File: config.mk
export PLATFORM = sky130hd
export DESIGN_NAME = entry_seq
export DESIGN_NICKNAME = d
export VERILOG_FILES = /design/src/rtl/entry_seq_pkg.sv /design/src/rtl/entry_arbiter.sv /design/src/rtl/entry_vec_sel.sv /design/src/rtl/entry_stack_ptr.sv /design/src/rtl/entry_seq.sv
export SDC_FILE = /design/constraint.sdc
export NUM_CORES = 1
export LEC_CHECK = 0
export BUFFER_PORTS_ARGS = -buffer_cell sky130_fd_sc_hd__buf_2
export CAP_MARGIN = 20
export CORE_AREA = 5 5 77 79
export CTS_CLUSTER_DIAMETER = 50
export DETAILED_ROUTE_END_ITERATION = 8
export DIE_AREA = 0 0 82 84
export GPL_TIMING_DRIVEN = 0
export HOLD_SLACK_MARGIN = 0.02
export PLACE_DENSITY_LB_ADDON = 0.2
export SYNTH_ARGS = -nofsm -noshare
export SYNTH_HDL_FRONTEND = slang
export SYNTH_SLANG_ARGS = --single-unit
File: constraint.sdc
create_clock -name clk -period 4 [get_ports clk]
set_input_delay 0.8 -clock clk [delete_from_list [all_inputs] [get_ports clk]]
set_output_delay 0.8 -clock clk [all_outputs]
set_load 0.01 [all_outputs]
File: src/rtl/entry_seq_pkg.sv
package entry_seq_pkg;

   typedef enum logic [2:0] {
      ST_HOLD,
      ST_STACK,
      ST_VLO,
      ST_VHI,
      ST_FETCH,
      ST_RUN
   } seq_state_t;

   typedef enum logic [1:0] {
      EK_RESET,
      EK_NMI,
      EK_IRQ,
      EK_BRK
   } entry_kind_t;

   localparam int unsigned PUSH_SLOTS = 3;

endpackage

File: src/rtl/entry_arbiter.sv
module entry_arbiter
   import entry_seq_pkg::*;
#(
   parameter bit BRK_OVER_IRQ = 1'b0
) (
   input  logic        nmi_req,
   input  logic        irq_req,
   input  logic        brk_req,
   output logic        take,
   output entry_kind_t kind
);

   assign take = nmi_req | irq_req | brk_req;

   generate
      if (BRK_OVER_IRQ) begin : g_brk_first
         always_comb begin
            if (nmi_req)      kind = EK_NMI;
            else if (brk_req) kind = EK_BRK;
            else              kind = EK_IRQ;
         end
      end else begin : g_irq_first
         always_comb begin
            if (nmi_req)      kind = EK_NMI;
            else if (irq_req) kind = EK_IRQ;
            else              kind = EK_BRK;
         end
      end
   endgenerate

endmodule

File: src/rtl/entry_vec_sel.sv
module entry_vec_sel
   import entry_seq_pkg::*;
#(
   parameter int unsigned ADDR_W    = 16,
   parameter logic [ADDR_W-1:0] RESET_VEC = 16'hFFFC,
   parameter logic [ADDR_W-1:0] NMI_VEC   = 16'hFFFA,
   parameter logic [ADDR_W-1:0] IRQ_VEC   = 16'hFFFE
) (
   input  entry_kind_t       kind,
   output logic [ADDR_W-1:0] vec_lo,
   output logic [ADDR_W-1:0] vec_hi
);

   always_comb begin
      case (kind)
         EK_RESET: vec_lo = RESET_VEC;
         EK_NMI:   vec_lo = NMI_VEC;
         default:  vec_lo = IRQ_VEC;
      endcase
   end

   assign vec_hi = vec_lo + ADDR_W'(1);

endmodule

File: src/rtl/entry_stack_ptr.sv
module entry_stack_ptr #(
   parameter int unsigned W = 8
) (
   input  logic         clk,
   input  logic         rst_n,
   input  logic         dec,
   output logic [W-1:0] sp
);

   logic [W-1:0] sp_q;

   always_ff @(posedge clk or negedge rst_n) begin
      if (!rst_n)   sp_q <= '0;
      else if (dec) sp_q <= sp_q - W'(1);
   end

   assign sp = sp_q;

endmodule

File: src/rtl/entry_seq.sv
module entry_seq
   import entry_seq_pkg::*;
#(
   parameter int unsigned DATA_W       = 8,
   parameter int unsigned ADDR_W       = 16,
   parameter logic [ADDR_W-DATA_W-1:0] STACK_PAGE = 'h01,
   parameter logic [ADDR_W-1:0] RESET_VEC = 16'hFFFC,
   parameter logic [ADDR_W-1:0] NMI_VEC   = 16'hFFFA,
   parameter logic [ADDR_W-1:0] IRQ_VEC   = 16'hFFFE,
   parameter bit BRK_OVER_IRQ = 1'b0
) (
   input  logic              clk,
   input  logic              rst_n,
   input  logic              nmi_req,
   input  logic              irq_req,
   input  logic              brk_req,
   input  logic [DATA_W-1:0] psr_in,
   input  logic [DATA_W-1:0] din,
   output logic [ADDR_W-1:0] addr,
   output logic              rw,
   output logic [DATA_W-1:0] dout,
   output logic              done,
   output logic [DATA_W-1:0] sp,
   output logic [DATA_W-1:0] ir,
   output logic [ADDR_W-1:0] pc,
   output logic              int_mask
);

   localparam int unsigned SLOT_W   = $clog2(PUSH_SLOTS);
   localparam logic [SLOT_W-1:0] LAST_SLOT = SLOT_W'(PUSH_SLOTS - 1);

   generate
      if (ADDR_W != 2 * DATA_W) begin : g_bad_width
         $error("entry_seq: ADDR_W must be twice DATA_W");
      end
      if (RESET_VEC[0] || NMI_VEC[0] || IRQ_VEC[0]) begin : g_bad_vec
         $error("entry_seq: vector addresses must be even");
      end
   endgenerate

   seq_state_t        state_q;
   entry_kind_t       kind_q;
   logic [SLOT_W-1:0] slot_q;
   logic [ADDR_W-1:0] pc_q;
   logic [DATA_W-1:0] ir_q;
   logic [DATA_W-1:0] vlo_q;
   logic              mask_q;

   logic              take;
   entry_kind_t       req_kind;
   logic [ADDR_W-1:0] vec_lo;
   logic [ADDR_W-1:0] vec_hi;
   logic              in_stack;
   logic              in_seq;
   logic              start;

   entry_arbiter #(.BRK_OVER_IRQ(BRK_OVER_IRQ)) u_arb (
      .nmi_req (nmi_req),
      .irq_req (irq_req),
      .brk_req (brk_req),
      .take    (take),
      .kind    (req_kind)
   );

   entry_vec_sel #(
      .ADDR_W    (ADDR_W),
      .RESET_VEC (RESET_VEC),
      .NMI_VEC   (NMI_VEC),
      .IRQ_VEC   (IRQ_VEC)
   ) u_vec (
      .kind   (kind_q),
      .vec_lo (vec_lo),
      .vec_hi (vec_hi)
   );

   assign in_stack = (state_q == ST_STACK);
   assign in_seq   = in_stack || (state_q == ST_VLO) || (state_q == ST_VHI);
   assign start    = (state_q == ST_HOLD) || ((state_q == ST_RUN) && take);

   entry_stack_ptr #(.W(DATA_W)) u_sp (
      .clk   (clk),
      .rst_n (rst_n),
      .dec   (in_stack),
      .sp    (sp)
   );

   always_ff @(posedge clk or negedge rst_n) begin
      if (!rst_n) begin
         state_q <= ST_HOLD;
         kind_q  <= EK_RESET;
         slot_q  <= '0;
         pc_q    <= '0;
         ir_q    <= '0;
         vlo_q   <= '0;
         mask_q  <= 1'b0;
      end else begin
         if (start) begin
            state_q <= ST_STACK;
            kind_q  <= (state_q == ST_HOLD) ? EK_RESET : req_kind;
            slot_q  <= '0;
            ir_q    <= '0;
            mask_q  <= 1'b1;
         end else begin
            case (state_q)
               ST_STACK: begin
                  if (slot_q == LAST_SLOT) state_q <= ST_VLO;
                  slot_q <= slot_q + SLOT_W'(1);
               end
               ST_VLO: begin
                  vlo_q   <= din;
                  state_q <= ST_VHI;
               end
               ST_VHI: begin
                  pc_q    <= {din, vlo_q};
                  state_q <= ST_FETCH;
               end
               ST_FETCH: begin
                  ir_q    <= din;
                  pc_q    <= pc_q + ADDR_W'(1);
                  state_q <= ST_RUN;
               end
               default: state_q <= state_q;
            endcase
         end
      end
   end

   always_comb begin
      addr = pc_q;
      rw   = 1'b1;
      dout = '0;
      case (state_q)
         ST_STACK: begin
            addr = {STACK_PAGE, sp};
            if (kind_q != EK_RESET) begin
               rw = 1'b0;
               case (slot_q)
                  2'd0:    dout = pc_q[ADDR_W-1:DATA_W];
                  2'd1:    dout = pc_q[DATA_W-1:0];
                  default: dout = psr_in;
               endcase
            end
         end
         ST_VLO:  addr = vec_lo;
         ST_VHI:  addr = vec_hi;
         default: addr = pc_q;
      endcase
   end

   assign done     = (state_q == ST_FETCH);
   assign ir       = ir_q;
   assign pc       = pc_q;
   assign int_mask = mask_q;

endmodule

==> out/summary.txt <==
H-tree Lvls: 2
Hold Crit Class: input pin to async pin
core area: 5270 µm²
Total Power: 2.85 mW
# fillers: 464
HPWL after detailed placement: 5600 µm
Sw Share: 45.5%
Startpoint Class: flip-flop
CP Capture Type: output pin
RSZ-0062 raised after global routing: no
final core occ: 63.7%
first-pass GRT wire length: 12600 µm
Final min period: 2.87 ns
Inst Count DP: 460
internal power: 1.55 mW
Synth warnings: 0
most frequent cells in the layout: buf_2 (85), nand2_1 (55), dfrtp_1 (48)
worst-margin pin slew: 0.864 ns
Die Y: 84 µm
CTS Root Cell: clkbuf_8
Pre-antenna DRT Iters: 4
Crit Path Max Fanout: 10
Reg2Reg Setup Slack: 1.84 ns
cell family with most CP delay: buffers and inverters
drt drc: 0
CTS Sinks: 48
Routed Antenna Nets: 0
DRT Wirelength: 7720 µm
design area: 3360 µm²
FF+latch count, synth: 48
synthesized area per cell: 8.82 µm²
Initial DRC Count: 239
# hold bufs at CTS: 0
Worst-Skew Late Latency: 0.30 ns
Psw: 1.29 mW
sequential power share: 33.4%
Rows: 27
vias: 2646
Total GRT Usage: 23.4%
routed len/inst: 16.5 µm
pin count of the biggest net entering global routing: 49
# port buffers: 79
CTS Buf Count: 5
area delta synth->final: 23.2%
Post-layout nets: 422
Post-synth ARST share: 100%
Initial Utilization: 51.7%
Seq. cell area: 1200 µm²
Clock power frac: 13.4%
# resized after CTS: 0
CP Buf/Inv Count: 3
Power Dens Cells: 849 nW/µm²
Critical Path Max Stage Delay: 0.46 ns
post-synth top area cell: dfrtp_1
initial antenna violation count: 0
Multi-input gate area: 1370 µm²
VDD IR max: 0.000356 V
die span in x: 82 µm
GR Overflow Total: 0
Synth area leaders: dfrtp_1 (44%), nand2_1 (7.6%), a21oi_1 (5.3%), mux2_2 (4.1%), a22oi_1 (3.0%)
Required @ worst endpoint: 3.20 ns
most common flop cell mapped by yosys: dfrtp_1
share of cells above drive strength 1: 28.5%
vias per cell: 5.64
synthesized net count: 335
Final Max Slew Viols: 0
CTS tree: done
Placed Instance Area: 3210 µm²
final hold vios: 0
die area: 6890 µm²
Static Leak: 1.57 nW
crit-path most repeated cell: clkbuf_1
slowest stage cell, crit path: dfrtp_1
GP Congestion: 0.830
final worst path period share: 71.7%
register area share after synthesis: 44.1%
Mapped Area: 2720 µm²
most common cell after layout, fill and taps aside: buf_2
ANT cells: 0
status: finished clean
max cap viols: 0
final setup fails: 0
slew margin rel.: 42.2%
Post-synth EDFFs: 0
Critical Path AT: 2.07 ns
Post-Route Skew: 0.00419 ns
cell breakdown of the critical path: nand2b_1 -> clkbuf_1 -> clkbuf_1 -> o22ai_1 -> a22oi_1 -> buf_2
clock-pin slew on the worst setup and hold paths: 0.09 ns
Setup TNS: 0 ns
post-synth top area share: 44.1%
Finished Layout Cells: 469
kind of critical path: flip-flop to output pin
Combinational Power Share: 53.2%
post-CTS setup buffer count: 0
count of different cell masters after synthesis: 50
f_max: 0.349 GHz
synthesized instance count: 309
vias in the first global route: 2507
# IOs: 80
CTS max path bufs: 2
## power groups by stage
stage	Clock [mW]	Combinational, mW	Sequential, mW
after detailed placement	0	1.51	0.955
after CTS	0.391	1.52	0.946
after global routing	0.416	1.69	0.980
after floorplan	0	0.924	0.949
final	0.381	1.51	0.952
after global placement	0	1.48	0.949
## final timing paths
kind,from,endpoint,cells past startpoint
max,state_q[2],addr[7],6
min,rst_n,u_sp.sp[0],1
max reg2reg,state_q[2],vlo_q[1],4
min reg2reg,int_mask,int_mask,1
max in group asynchronous,rst_n,pc[3],2
min in group clk,int_mask,int_mask,1
## stage by stage
stage / hold slack [ns] / worst slack (ns)
after floorplan: 0.475 / 1.78
after global placement: 0.446 / 1.52
after detailed placement: 0.446 / 1.48
after CTS: 0.467 / 1.14
after global routing: 0.357 / 0.981
final: 0.351 / 1.13
## synth_stat cells (2+ instances only)
cell type / count
nand4_1: 4
o32ai_1: 2
and4_1: 3
clkbuf_1: 11
ha_1: 5
nand3_1: 9
nor4_1: 2
buf_2: 6
and3_1: 2
a21oi_1: 29
buf_1: 3
nand3b_1: 2
a2bb2oi_1: 3
o21ai_0: 13
a22oi_1: 11
o22ai_1: 9
inv_1: 11
nand2_1: 55
dfrtp_1: 48
a32oi_1: 2
a311oi_1: 4
buf_4: 2
nor2_1: 20
a31oi_1: 2
xor2_1: 4
a221o_1: 2
or2_2: 2
nor3b_1: 3
mux2_2: 10
nor3_1: 5
xnor2_1: 6
## cells by family (layout without fill, tap and decap cells)
group / count (synthesis) / count (layout) / synth area share [%]
multiplexers: 11 / 11 / 4.50
AO/OA/AOI/OAI: 85 / 85 / 20.0
buffers and inverters: 35 / 123 / 5.70
XOR/XNOR: 10 / 10 / 3.22
adder cells (fa/ha/maj): 5 / 5 / 2.30
AND/OR/NAND/NOR: 115 / 115 / 20.2
flip-flops: 48 / 48 / 44.1
## sequential cells by signal (all words and copies together), names as in the netlist
register	count
pc	16
ir	8
u_sp.sp	8
vlo_q	8
state_q	3
kind_q	2
slot_q	2
int_mask	1
## worst reg2reg max path, stage by stage (launching register included)
cell,delay (ns)
dfrtp_1,0.46
inv_1,0.17
nand2_1,0.27
nor2_1,0.74
mux2_2,0.42
## layer usage
metal / up-vias / wire (µm) / GRT usage [%]
li1: 1282 / - / -
met1: 1229 / 3430 / 33.8
met2: 123 / 3420 / 35.2
met3: 12 / 729 / 3.78
met4: 0 / 139 / 8.16
met5: - / 0 / 0
## final cells by class
| type | instances | share of cell area (%) |
|---|---|---|
| Inverter | 11 | 1.23 |
| Tap cell | 72 | 2.68 |
| Timing Repair Buffer | 80 | 12.4 |
| Multi-Input combinational cell | 226 | 40.8 |
| Clock inverter | 1 | 0.895 |
| Buffer | 24 | 3.39 |
| Clock buffer | 7 | 2.87 |
| Sequential cell | 48 | 35.8 |
Power figures use the tool's default switching activity.
